===== config.mk =====
export PLATFORM = sky130hd
export DESIGN_NAME = mmu_fault_unit
export DESIGN_NICKNAME = d
export VERILOG_FILES = /design/src/rtl/mmuf_pkg.sv /design/src/rtl/mmuf_align_chk.sv /design/src/rtl/mmuf_access_chk.sv /design/src/rtl/mmuf_prio.sv /design/src/rtl/mmuf_status.sv /design/src/rtl/mmu_fault_unit.sv
export SDC_FILE = /design/constraint.sdc
export NUM_CORES = 1
export LEC_CHECK = 0
export ABC_CLOCK_PERIOD_IN_PS = 4000
export BUFFER_PORTS_ARGS = -buffer_cell sky130_fd_sc_hd__clkbuf_2
export CAP_MARGIN = 30
export CORE_ASPECT_RATIO = 2
export CORE_MARGIN = 5
export CORE_UTILIZATION = 50
export CTS_CLUSTER_DIAMETER = 100
export DETAILED_ROUTE_END_ITERATION = 8
export GPL_TIMING_DRIVEN = 0
export PLACE_DENSITY = 0.83
export SLEW_MARGIN = 20
export SYNTH_ARGS = -nofsm -noshare
export SYNTH_HDL_FRONTEND = slang
export SYNTH_SLANG_ARGS = --single-unit

===== constraint.sdc =====
create_clock -name clk -period 4 [get_ports clk]
set_clock_uncertainty 0.15 [all_clocks]
set_input_delay 0.8 -clock clk [delete_from_list [all_inputs] [get_ports clk]]
set_output_delay 0.8 -clock clk [all_outputs]
set_load 0.01 [all_outputs]

===== src/rtl/mmuf_pkg.sv =====
package mmuf_pkg;
    localparam int unsigned FC_W = 4;

    localparam logic [FC_W-1:0] FC_NONE    = 4'b0000;
    localparam logic [FC_W-1:0] FC_ALIGN   = 4'b0001;
    localparam logic [FC_W-1:0] FC_XL_SEC  = 4'b0101;
    localparam logic [FC_W-1:0] FC_XL_PG   = 4'b0111;
    localparam logic [FC_W-1:0] FC_DOM_SEC = 4'b1001;
    localparam logic [FC_W-1:0] FC_DOM_PG  = 4'b1011;
    localparam logic [FC_W-1:0] FC_PRM_SEC = 4'b1101;
    localparam logic [FC_W-1:0] FC_PRM_PG  = 4'b1111;

    typedef enum logic [1:0] {
        DC_NONE    = 2'b00,
        DC_CLIENT  = 2'b01,
        DC_RSVD    = 2'b10,
        DC_MANAGER = 2'b11
    } dom_code_e;

    typedef enum logic [1:0] {
        SZ_BYTE = 2'b00,
        SZ_HALF = 2'b01,
        SZ_WORD = 2'b10,
        SZ_WIDE = 2'b11
    } acc_size_e;

    typedef enum logic {
        ST_IDLE  = 1'b0,
        ST_ABORT = 1'b1
    } flt_state_e;
endpackage


===== src/rtl/mmuf_align_chk.sv =====
module mmuf_align_chk
    import mmuf_pkg::*;
(
    input  logic       is_data,
    input  logic [1:0] addr_lo,
    input  logic [1:0] size,
    output logic       misaligned
);
    acc_size_e sz;

    always_comb begin
        sz = acc_size_e'(size);
        misaligned = 1'b0;
        if (is_data) begin
            unique case (sz)
                SZ_BYTE: misaligned = 1'b0;
                SZ_HALF: misaligned = addr_lo[0];
                SZ_WORD,
                SZ_WIDE: misaligned = |addr_lo;
            endcase
        end
    end
endmodule


===== src/rtl/mmuf_access_chk.sv =====
module mmuf_access_chk
    import mmuf_pkg::*;
(
    input  logic [1:0] dom_code,
    input  logic [1:0] perm_ap,
    input  logic       priv,
    input  logic       write,
    output logic       dom_fault,
    output logic       perm_fault
);
    dom_code_e dc;
    logic      ap_deny;

    always_comb begin
        unique case (perm_ap)
            2'b00:   ap_deny = 1'b1;
            2'b01:   ap_deny = !priv;
            2'b10:   ap_deny = !priv && write;
            default: ap_deny = 1'b0;
        endcase
    end

    always_comb begin
        dc         = dom_code_e'(dom_code);
        dom_fault  = 1'b0;
        perm_fault = 1'b0;
        unique case (dc)
            DC_NONE,
            DC_RSVD:    dom_fault  = 1'b1;
            DC_CLIENT:  perm_fault = ap_deny;
            DC_MANAGER: perm_fault = 1'b0;
        endcase
    end
endmodule


===== src/rtl/mmuf_prio.sv =====
module mmuf_prio
    import mmuf_pkg::*;
#(
    parameter int unsigned DOM_W = 4
) (
    input  logic             misaligned,
    input  logic             xl_ok,
    input  logic             xl_page,
    input  logic             dom_fault,
    input  logic             perm_fault,
    input  logic [DOM_W-1:0] dom_in,
    output logic             hit,
    output logic [FC_W-1:0]  code,
    output logic [DOM_W-1:0] dom_out
);
    localparam int unsigned NCLS = 4;
    logic [NCLS-1:0] cls;

    assign cls = {perm_fault, dom_fault, !xl_ok, misaligned};

    always_comb begin
        hit     = |cls;
        code    = FC_NONE;
        dom_out = dom_in;
        if (cls[0]) begin
            code    = FC_ALIGN;
            dom_out = '0;
        end else if (cls[1]) begin
            code = xl_page ? FC_XL_PG : FC_XL_SEC;
        end else if (cls[2]) begin
            code = xl_page ? FC_DOM_PG : FC_DOM_SEC;
        end else if (cls[3]) begin
            code = xl_page ? FC_PRM_PG : FC_PRM_SEC;
        end
    end
endmodule


===== src/rtl/mmuf_status.sv =====
module mmuf_status
    import mmuf_pkg::*;
#(
    parameter int unsigned ADDR_W = 32,
    parameter int unsigned DOM_W  = 4,
    parameter int unsigned DATA_W = 32
) (
    input  logic                  clk,
    input  logic                  rst_n,
    input  logic                  acc_valid,
    input  logic                  acc_is_data,
    input  logic [ADDR_W-1:0]     acc_addr,
    input  logic                  hit,
    input  logic [FC_W-1:0]       code,
    input  logic [DOM_W-1:0]      dom,
    input  logic [1:0]            rd_sel,
    output logic [DATA_W-1:0]     rd_data,
    output logic                  abort_out,
    output logic [FC_W+DOM_W-1:0] dfsr_o,
    output logic [FC_W+DOM_W-1:0] ifsr_o,
    output logic [ADDR_W-1:0]     far_o
);
    localparam int unsigned FSR_W = FC_W + DOM_W;

    flt_state_e st_q, st_d;
    logic [FSR_W-1:0]  dfsr_q, ifsr_q;
    logic [ADDR_W-1:0] far_q;
    logic              take;

    assign take = acc_valid && hit;

    always_comb begin
        unique case (st_q)
            ST_IDLE:  st_d = take ? ST_ABORT : ST_IDLE;
            ST_ABORT: st_d = take ? ST_ABORT : ST_IDLE;
        endcase
    end

    always_ff @(posedge clk or negedge rst_n) begin
        if (!rst_n) begin
            st_q   <= ST_IDLE;
            dfsr_q <= '0;
            ifsr_q <= '0;
            far_q  <= '0;
        end else begin
            st_q <= st_d;
            if (take) begin
                if (acc_is_data) begin
                    dfsr_q <= {dom, code};
                    far_q  <= acc_addr;
                end else begin
                    ifsr_q <= {dom, code};
                end
            end
        end
    end

    always_comb begin
        abort_out = (st_q == ST_ABORT);
        unique case (rd_sel)
            2'b00:   rd_data = DATA_W'(dfsr_q);
            2'b01:   rd_data = DATA_W'(ifsr_q);
            2'b10:   rd_data = DATA_W'(far_q);
            default: rd_data = '0;
        endcase
    end

    assign dfsr_o = dfsr_q;
    assign ifsr_o = ifsr_q;
    assign far_o  = far_q;
endmodule


===== src/rtl/mmu_fault_unit.sv =====
module mmu_fault_unit
    import mmuf_pkg::*;
#(
    parameter int unsigned ADDR_W = 32,
    parameter int unsigned DOM_W  = 4,
    parameter int unsigned DATA_W = 32
) (
    input  logic              clk,
    input  logic              rst_n,
    input  logic              acc_valid,
    input  logic              acc_is_data,
    input  logic [ADDR_W-1:0] acc_addr,
    input  logic [1:0]        acc_size,
    input  logic              acc_write,
    input  logic              acc_priv,
    input  logic              xl_ok,
    input  logic              xl_page,
    input  logic [DOM_W-1:0]  acc_dom,
    input  logic [1:0]        dom_code,
    input  logic [1:0]        perm_ap,
    input  logic [1:0]        rd_sel,
    output logic [DATA_W-1:0] rd_data,
    output logic              abort_out
);
    localparam int unsigned FSR_W = FC_W + DOM_W;

    logic              misaligned, dom_fault, perm_fault, hit;
    logic [FC_W-1:0]   code;
    logic [DOM_W-1:0]  dom_sel;
    logic [FSR_W-1:0]  dfsr, ifsr;
    logic [ADDR_W-1:0] far;

    mmuf_align_chk u_align (
        .is_data    (acc_is_data),
        .addr_lo    (acc_addr[1:0]),
        .size       (acc_size),
        .misaligned (misaligned)
    );

    mmuf_access_chk u_access (
        .dom_code   (dom_code),
        .perm_ap    (perm_ap),
        .priv       (acc_priv),
        .write      (acc_write),
        .dom_fault  (dom_fault),
        .perm_fault (perm_fault)
    );

    mmuf_prio #(.DOM_W(DOM_W)) u_prio (
        .misaligned (misaligned),
        .xl_ok      (xl_ok),
        .xl_page    (xl_page),
        .dom_fault  (dom_fault),
        .perm_fault (perm_fault),
        .dom_in     (acc_dom),
        .hit        (hit),
        .code       (code),
        .dom_out    (dom_sel)
    );

    mmuf_status #(.ADDR_W(ADDR_W), .DOM_W(DOM_W), .DATA_W(DATA_W)) u_status (
        .clk         (clk),
        .rst_n       (rst_n),
        .acc_valid   (acc_valid),
        .acc_is_data (acc_is_data),
        .acc_addr    (acc_addr),
        .hit         (hit),
        .code        (code),
        .dom         (dom_sel),
        .rd_sel      (rd_sel),
        .rd_data     (rd_data),
        .abort_out   (abort_out),
        .dfsr_o      (dfsr),
        .ifsr_o      (ifsr),
        .far_o       (far)
    );

    // a fetch never leaves the alignment code behind
    a_r2_fetch_no_align: assert property (@(posedge clk) disable iff (!rst_n)
        acc_valid && !acc_is_data |=> ifsr[FC_W-1:0] != FC_ALIGN);

    // manager domain skips the permission check
    a_r5_manager_bypass: assert property (@(posedge clk) disable iff (!rst_n)
        dom_code == 2'b11 |-> !perm_fault);

    // a valid faulting access raises the abort on the next cycle
    a_r9_abort_follows: assert property (@(posedge clk) disable iff (!rst_n)
        acc_valid && hit |=> abort_out);

    // an idle or clean access changes nothing
    a_r9_quiet_hold: assert property (@(posedge clk) disable iff (!rst_n)
        !(acc_valid && hit) |=> !abort_out && $stable(dfsr) && $stable(ifsr) && $stable(far));

    // a data fault captures the address
    a_r7_far_capture: assert property (@(posedge clk) disable iff (!rst_n)
        acc_valid && acc_is_data && hit |=> far == $past(acc_addr));

    // a fetch never moves the address register or data status
    a_r8_fetch_keeps_data: assert property (@(posedge clk) disable iff (!rst_n)
        acc_valid && !acc_is_data |=> $stable(far) && $stable(dfsr));
endmodule


==> run metrics, run 1 <==
average wire per standard cell=around 16 um; Post-CTS Repair Setup Buffers=0; post-synthesis cell count=~180; H-tree depth=2; Final nets=~330; Max Slew Vio Count=0; worst rel slew slack=0.4375; hold buffer count at CTS=0; number of remaining DRC errors=0; worst hold slack=0.3249 ns; antenna violations before repair=0; Worst setup EP type=primary output; Initial Util=0.5178; post-DP HPWL=just over 4000 um; RSZ-0062 raised after global routing=no; Static Leak=about 1.5 nW; global routing usage on met2=0.3291; Synthesis Warnings=0; total grt overflow=0; Synth Register Bits=49; highest clock rate=between 300 and 400 MHz; critical path class=in2out; die height=~110 um; commonest non-fill, non-tap cell in the layout=clkbuf_2; Sink Count=49; routed wire length=5132 um; Longest Clk Path Bufs=2; first-pass GRT wire length=8321 um; average cell area after synthesis=13.06 sq um; Filler cells=411; root buffer selected by CTS=clkbuf_8; via count=1708; die area=6378 sq um; setup violators final=0; Max Cap Viol=0; vias per inst=5.176; VDD IR max=between 200 and 300 uV; RePlAce Congestion=a little under 0.8; Final period util=0.8024; vias in the first global route=1764; R2R cell count=1; Clock Latency Late Sink=around 0.3 ns; top post-synthesis cells by area=dfrtp_1 51%, mux2_4 19%, and2_1 6.8%; share of the synthesized area in the top cell type=0.5102; commonest cells after routing, fill and taps aside=82 x clkbuf_2, 49 x dfrtp_1, 30 x mux2_4; critical path required time=3.05 ns; pre-CTS WS=around 0.75 ns; Layout Area Growth over Synthesis=24.15%; gr busiest metal=met2; io pins=85; CTS tree=yes; total power=1.177 mW; crit path time final=3.209 ns; largest net degree at the start of global routing=50; number of diodes=0; PD cells=about 390 nW/um^2; Rows=35; syn nets=about 240; share of layout cells above drive strength 1=0.4873; met3 Track Usage GR=0.02867; register area share after synthesis=0.5102; crit path DAT=around 2.3 ns; hold depth=1; DRT antenna net count=0; CTS resizes=0; Detailed Routing Iterations Pass 1=3; final setup margin=roughly 0.79 ns; Worst-path clk slew=0.09 ns; outcome=finished, final reports clean; DR iter-0 viols=27; Num CTS Buffers=5; CP startpoint kind=input port; critical path fanouts, max=10; Hold Vio Cnt, Final=0; total negative slack=0 ns; IO Port Bufs=between 80 and 90; worst-margin pin slew=between 0.8 and 0.9 ns; total global-route track usage=0.1710; Cell variety after synth=30; Mapped Area=2404 sq um; GR Util met1=0.1793; core area=about 4600 sq um; Hold Path Class=reg2reg; Die W=slightly below 60 um; Yosys top cell by area=dfrtp_1
through the flow:
stage	cells	instance area [sq um]	util
finish	330	2984	0.6429
global route	330	2984	0.6429
CTS	330	2984	0.6429
detailed placement	322	2890	0.6226
global placement	322	2888	0.6221
floorplan	184	2404	-
worst max-delay path: stages:
cell,delay [ns]
clkbuf_1,0.29
nor2b_1,0.35
clkbuf_1,0.42
nand2_1,0.09
o21ai_0,0.12
clkbuf_2,0.18
where the power goes:
part	switching, mW	internal, mW
sequential	0.0403	0.575
combinational	0.112	0.159
clock	0.164	0.126
total	0.316	0.860
cells in the mapped netlist, drive strengths merged:
library cell	count
o22a	1
nor2b	2
nand3	1
o21bai	1
nor3b	1
and4	1
dfrtp	49
a31oi	3
a21boi	1
nand2b	5
mux2i	8
o32a	1
o21ai	11
clkbuf	4
a21o	1
or4b	1
mux2	36
a41o	1
a211o	1
o21a	1
and2	26
inv	2
a22o	5
a21oi	4
nor2	1
nand2	12
o311ai	1
buf	3
cell type report:
class | count | area, sq um | share of cell area
clock buffer | 5 | 68.82 | 0.02306
buffer | 7 | 48.80 | 0.01635
inverter | 2 | 7.507 | 0.002516
tap | 55 | 68.82 | 0.02306
sequential | 49 | 1226 | 0.4109
timing repair buffer | 83 | 417.9 | 0.1400
clock inverter | 3 | 25.02 | 0.008386
multi-input combinational | 126 | 1121 | 0.3757
per-layer routing:
layer / part of all wire / vias to the layer above
met5: 0 / -
met2: 0.57 / 52
met4: 0.014 / 0
li1: - / 827
met3: 0.053 / 5
met1: 0.36 / 824
sequential cells by signal (all words and copies together), names as in the netlist:
name,cells
u_status.abort_out,1
u_status.dfsr_o,8
u_status.far_o,32
u_status.ifsr_o,8
worst paths after layout:
path,endpoint,slack [ns],startpoint
max in group asynchronous,u_status.far_o[27]$_DFFE_PN0P_,2.86,rst_n
worst max register to register,u_status.far_o[10]$_DFFE_PN0P_,3.07,u_status.far_o[10]$_DFFE_PN0P_
worst min-delay path,u_status.dfsr_o[0]$_DFFE_PN0P_,0.32,u_status.dfsr_o[0]$_DFFE_PN0P_
worst min register to register,u_status.dfsr_o[0]$_DFFE_PN0P_,0.32,u_status.dfsr_o[0]$_DFFE_PN0P_
worst max-delay path,rd_data[7],0.79,rd_sel[0]
min in group asynchronous,u_status.far_o[29]$_DFFE_PN0P_,0.38,rst_n
cells by family (layout without fill, tap and decap cells):
kind of cell    count (synthesis)  count (layout)  share of synthesized area
flops                          49              49                     0.5102
simple gates                   50              50                     0.1239
mux                            44              44                     0.2488
buf+inv                         9             100                    0.02342
compound gates                 32              32                    0.09371
(Power assumes the default switching activity.)
==> run 2, diff against run 1 <==
--- a/config.mk
+++ b/config.mk
@@ -5,7 +5,8 @@
 export SDC_FILE = /design/constraint.sdc
 export NUM_CORES = 1
 export LEC_CHECK = 0
-export ABC_CLOCK_PERIOD_IN_PS = 4000
+export ABC_AREA = 1
+export ABC_CLOCK_PERIOD_IN_PS = 3000
 export BUFFER_PORTS_ARGS = -buffer_cell sky130_fd_sc_hd__clkbuf_2
 export CAP_MARGIN = 30
 export CORE_ASPECT_RATIO = 2
==> constraint.sdc (replaced) <==
create_clock -name clk -period 3 [get_ports clk]
set_clock_uncertainty 0.15 [all_clocks]
set_input_delay 0.6 -clock clk [delete_from_list [all_inputs] [get_ports clk]]
set_output_delay 0.6 -clock clk [all_outputs]
set_load 0.01 [all_outputs]
==> run metrics, run 2 <==
worst r2r dst=u_status.far_o[0]$_DFFE_PN0P_; H-tree depth=2 (unchanged); Rows=36 (+2.9%); antenna violations before repair=0 (unchanged); RePlAce Congestion=0.8668 (+9.6%); ys async rst share=1.000 (unchanged); Crit path top cell by count=clkbuf_2; critical path fanouts, max=10 (unchanged); root buffer selected by CTS=clkbuf_8; setup violators final=0 (unchanged); CP max stage cell=or2_2; Hold Vio Cnt, Final=0 (unchanged); Worst path max stage delay=0.35 ns (-0.07 ns); Worst setup EP type=primary output; commonest cells after routing, fill and taps aside=110 x nand2_1, 81 x clkbuf_2, 49 x dfrtp_1; PD cells=497.5 nW/um^2 (+26%); Worst-path clk slew=0.09 ns (about the same); prevailing post-synth register cell=dfrtp_1; vias per inst=5.139 (-0.70%); Initial Util=0.5105 (-0.007244); CTS tree=yes; CP startpoint kind=input port; crit path from=rd_sel[1]; Longest Clk Path Bufs=2 (unchanged); VDD IR max=401.8 uV (+48%); Mapped Area=2484 sq um (+3.3%); post-DP HPWL=5074 um (+23%); outcome=finished, final reports clean; Post-CTS Repair Setup Buffers=0 (unchanged); Largest register FFs=32 (unchanged); Synth Register Bits=49 (unchanged); Die W=59.84 um (+1.4%); EDFF count, synth=0 (unchanged); vias in the first global route=2404 (+36%); share of layout cells above drive strength 1=0.2406 (-0.2467); Max Cap Viol=0 (unchanged); CP endpoint=rd_data[6]; worst-margin pin slew=0.6741 ns (-0.1609 ns); Synth top cells by count=110 x nand2_1, 49 x dfrtp_1, 45 x inv_1; first-pass GRT wire length=10900 um (+31%); Cell variety after synth=16 (-47%); Final period util=0.9232; highest clock rate=about 360 MHz; CTS resizes=0 (unchanged); Clock Latency Late Sink=0.30 ns (about the same); worst rel slew slack=0.5506 (+0.1132); total grt overflow=0 (unchanged); crit path time final=approximately 2.8 ns; Sink Count=49 (unchanged); reg-to-reg slack, setup=2.18 ns (-0.89 ns); average cell area after synthesis=7.436 sq um (-43%); die height=109.7 um (+1.5%); post-synthesis cell count=334 (+82%); final instance area=3048 sq um (+2.1%); syn nets=386 (+64%); io pins=85 (unchanged); Yosys top cell by area=dfrtp_1; Static Leak=1.771 nW (+18%); Layout Area Growth over Synthesis=22.72%; IO Port Bufs=82 (-1.2%); total negative slack=0 ns (unchanged); Critical Path, Cell by Cell=clkbuf_2 > clkinv_1 > or2_2 > clkbuf_1 > buf_2 > o211ai_1 > clkbuf_2; share of the synthesized area in the top cell type=0.4937 (-0.01645); routed wire length=6640 um (+29%); R2R cell count=2 (+1); fin util=0.6265 (-0.01631); Num CTS Buffers=5 (unchanged); largest net degree at the start of global routing=50 (unchanged); RSZ-0062 raised after global routing=no; via count=2472 (+45%); Placement Cell Area=2968 sq um (+2.7%); crit path DAT=2.02 ns (-0.24 ns); DRT antenna net count=0 (unchanged); total global-route track usage=0.2208 (+0.04986); DR iter-0 viols=94 (+250%); core area=4865 sq um (+4.8%); R2R Path Start=u_status.far_o[0]$_DFFE_PN0P_; critical path required time=2.25 ns (-0.80 ns); register area share after synthesis=0.4937 (-0.01645); number of remaining DRC errors=0 (unchanged); Max Slew Vio Count=0 (unchanged); Detailed Routing Iterations Pass 1=4 (+1); most frequent cell after synthesis=nand2_1; critical path class=in2out; number of diodes=0 (unchanged); worst hold slack=0.1848 ns (-0.1400 ns); Final nets=475 (+46%); hold buffer count at CTS=0 (unchanged); average wire per standard cell=13.80 um (-11%); commonest non-fill, non-tap cell in the layout=nand2_1; Hold Path Class=in2async; Synthesis Warnings=0 (unchanged); top post-synthesis cells by area=dfrtp_1 49%, nand2_1 17%, nand4_1 11%; die area=6562 sq um (+2.9%)
[run 2: cell types whose count changed after synthesis, moves of 7 or more]
cell / before / now
nand3_1: 1 / 16
buf_2: 0 / 11
nand4_1: 0 / 42
nor2_1: 1 / 35
clkbuf_1: 4 / 11
inv_1: 2 / 45
o211ai_1: 0 / 8
o21ai_0: 11 / 1
nand2_1: 12 / 110
mux2i_1: 8 / 0
and2_1: 26 / 0
mux2_4: 30 / 0
[run 2: critical path: cells and delay by family]
| family | cells | cell delay [ns] |
|---|---|---|
| buf+inv | 5 | 0.84 |
| simple gates | 1 | 0.35 |
| compound gates | 1 | 0.22 |
[run 2: kinds of logic after synthesis]
logic type / synth area share
buffers and inverters: 0.1098
AOI/OAI and AO/OA: 0.03274
and+or+nand+nor: 0.3637
DFF: 0.4937
[run 2: worst min path at each step]
stage                                                 to                      startpoint  cells after the start
after floorplan             u_status.abort_out$_DFF_PN0_                           rst_n                      0
after global placement    u_status.dfsr_o[0]$_DFFE_PN0P_  u_status.dfsr_o[0]$_DFFE_PN0P_                      2
after detailed placement  u_status.far_o[19]$_DFFE_PN0P_  u_status.far_o[19]$_DFFE_PN0P_                      2
after CTS                 u_status.dfsr_o[0]$_DFFE_PN0P_                           rst_n                      1
after global routing      u_status.far_o[28]$_DFFE_PN0P_                           rst_n                      1
final                     u_status.dfsr_o[0]$_DFFE_PN0P_                           rst_n                      1
[run 2: per-stage QoR]
step / instances / worst slack, ns / total power [mW]
2_1_floorplan: 334 / 0.6398 / 1.010
3_3_place_gp: 473 / 0.2465 / 1.138
3_5_place_dp: 473 / 0.2425 / 1.152
4_1_cts: 481 / 0.2387 / 1.528
5_1_grt: 481 / 0.1057 / 1.615
6_report: 481 / 0.2303 / 1.516
[run 2: layer usage]
layer  routed length, um  vias up  track usage  part of all wire
met5                   0        -            0                 0
met4                 284        0       0.1315             0.043
met3                 345       17      0.03290             0.052
met2                3531       74       0.3816              0.53
met1                2478     1134       0.2462              0.37
li1                    -     1247            -                 -
[run 2: layout make-up]
| cell class | instances | area (sq um) |
|---|---|---|
| fillers | 489 | 1817 |
| flip-flops and latches | 49 | 1226 |
| multi-input cells | 216 | 984.7 |
| repair buffers | 82 | 412.9 |
| inverters | 47 | 176.4 |
| plain buffers | 22 | 96.34 |
| clock buffers | 8 | 80.08 |
| well taps | 57 | 71.32 |
[run 2: where the power goes]
group          internal, mW  leakage, nW  switching, mW  total, mW
Clock                 0.166       0.0395          0.213      0.379
Combinational         0.126         1.13          0.204      0.330
Sequential            0.756        0.605         0.0510      0.807
Total                  1.05         1.77          0.468       1.52
==> run 3, diff against run 2 <==
--- a/config.mk
+++ b/config.mk
@@ -15,7 +15,7 @@
 export CTS_CLUSTER_DIAMETER = 100
 export DETAILED_ROUTE_END_ITERATION = 8
 export GPL_TIMING_DRIVEN = 0
-export PLACE_DENSITY = 0.83
+export PLACE_DENSITY = 0.8
 export SLEW_MARGIN = 20
 export SYNTH_ARGS = -nofsm -noshare
 export SYNTH_HDL_FRONTEND = slang
==> run metrics, run 3 (synthesized netlist as in run 2, its figures left out) <==
total power=1.564 mW (+3.2%); worst rel slew slack=0.5556 (+0.004974); final setup margin=0.1912 ns (-0.03910 ns); Layout Area Growth over Synthesis=23.58%; Static Leak=1.786 nW (+0.83%); DRT antenna net count=0 (unchanged); total global-route track usage=0.2197 (-0.001110); Worst path max stage delay=0.37 ns (+0.02 ns); highest clock rate=356.0 MHz (-1.4%); Final nets=475 (unchanged); vias per inst=5.243 (+2.0%); VDD IR max=459.4 uV (+14%); Detailed Routing Iterations Pass 1=4 (unchanged); CTS tree=yes; Worst-path clk slew=0.09 ns (about the same); number of diodes=0 (unchanged); crit path time final=2.809 ns (+0.03910 ns); largest net degree at the start of global routing=50 (unchanged); WL met2=3588 um (+1.6%); routed wire length=6695 um (+0.83%); Num CTS Buffers=5 (unchanged); R2R cell count=2 (unchanged); Final period util=0.9363 (+0.01303); io pins=85 (unchanged); Cell Count, Final, Fillers Out=481 (unchanged); RSZ-0062 raised after global routing=no; antenna violations before repair=0 (unchanged); core area=4865 sq um (unchanged); Sink Count=49 (unchanged); via count=2522 (+2.0%); die height=109.7 um (unchanged); total grt overflow=0 (unchanged); first-pass GRT wire length=10910 um (about the same); commonest cells after routing, fill and taps aside=110 x nand2_1, 81 x clkbuf_2, 49 x dfrtp_1; commonest non-fill, non-tap cell in the layout=nand2_1; PD cells=509.6 nW/um^2 (+2.4%); critical path class=in2out; CP max stage cell=or2_2; outcome=finished, final reports clean; pre-CTS WS=0.2274 ns (-0.01507 ns); Worst setup EP type=primary output; worst r2r dst=u_status.far_o[0]$_DFFE_PN0P_; fin util=0.6309 (+0.004373); register area=1226 sq um (unchanged); average wire per standard cell=13.92 um (+0.83%); Filler cells=463 (-5.3%); vias in the first global route=2448 (+1.8%); number of remaining DRC errors=0 (unchanged); Crit path top cell by count=clkbuf_2; Clock Latency Late Sink=0.30 ns (about the same); critical path required time=2.25 ns (about the same); root buffer selected by CTS=clkbuf_8; Initial Util=0.5105 (unchanged); Met1 Wirelength=2391 um (-3.5%); setup violators final=0 (unchanged); worst hold slack=0.1854 ns (+0.0005250 ns); reg-to-reg slack, setup=2.20 ns (+0.02 ns); Longest Clk Path Bufs=2 (unchanged); Rows=36 (unchanged); post-DP HPWL=5099 um (+0.49%); Max Slew Vio Count=0 (unchanged); share of layout cells above drive strength 1=0.2476 (+0.007075); Hold Vio Cnt, Final=0 (unchanged); final instance area=3069 sq um (+0.70%); Hold Path Class=in2async; Critical Path, Cell by Cell=clkbuf_2 > clkinv_1 > or2_2 > clkbuf_1 > buf_2 > o211ai_1 > clkbuf_2; Post-CTS Repair Setup Buffers=0 (unchanged); CP startpoint kind=input port; DR iter-0 viols=88 (-6.4%); total negative slack=0 ns (unchanged); multi-input logic area=984.7 sq um (unchanged); Placement Cell Area=2968 sq um (unchanged); Die W=59.84 um (unchanged); hold buffer count at CTS=0 (unchanged); met3 wire length=394 um (+14%); RePlAce Congestion=0.8490 (-2.1%); R2R Path Start=u_status.far_o[0]$_DFFE_PN0P_; IO Port Bufs=82 (unchanged); Largest register FFs=32 (unchanged); crit path DAT=2.06 ns (+0.04 ns); Max Cap Viol=0 (unchanged); H-tree depth=2 (unchanged); die area=6562 sq um (unchanged); CTS resizes=0 (unchanged); critical path fanouts, max=10 (unchanged); worst-margin pin slew=0.6666 ns (-0.007461 ns); Cells after DPL=473 (unchanged); DR top layer=met4
-- run 3: changes by cell type in the layout (fill, tap and decap cells not counted), sizes merged --
cell,delta
clkinv,+1
clkbuf,-1
-- run 3: worst max-delay path by stage --
stage               from          to  slack, ns  depth (start not counted)
6_report       rd_sel[1]  rd_data[6]       0.19                          7
5_1_grt        rd_sel[1]  rd_data[2]       0.16                          7
4_1_cts        rd_sel[1]  rd_data[6]       0.21                          7
3_5_place_dp   rd_sel[1]  rd_data[6]       0.23                          7
3_3_place_gp   rd_sel[1]  rd_data[6]       0.23                          7
2_1_floorplan  rd_sel[0]  rd_data[0]       0.64                          5
-- run 3: area by class of cell --
type                            count  area share
Clock inverter                      1    0.001631
Inverter                           47     0.05748
Buffer                             22     0.03139
Timing Repair Buffer               82      0.1345
Tap cell                           57     0.02324
Clock buffer                        7     0.03139
Sequential cell                    49      0.3995
Multi-Input combinational cell    216      0.3208
-- run 3: worst max-delay path: cells and delay by family --
kind                   cells  cell delay (ns)
AOI/OAI and AO/OA          1             0.23
buffers and inverters      5             0.86
and+or+nand+nor            1             0.37
-- run 3: per-layer routing --
metal  vias up  GRT usage
met5         -          0
met4         0     0.1363
met3        19    0.03525
met2        86     0.3885
met1      1176     0.2319
li1       1241          -
-- run 3: where the power goes --
group	internal (mW)	switching (mW)
combinational	0.126	0.206
clock	0.209	0.216
sequential	0.756	0.0516
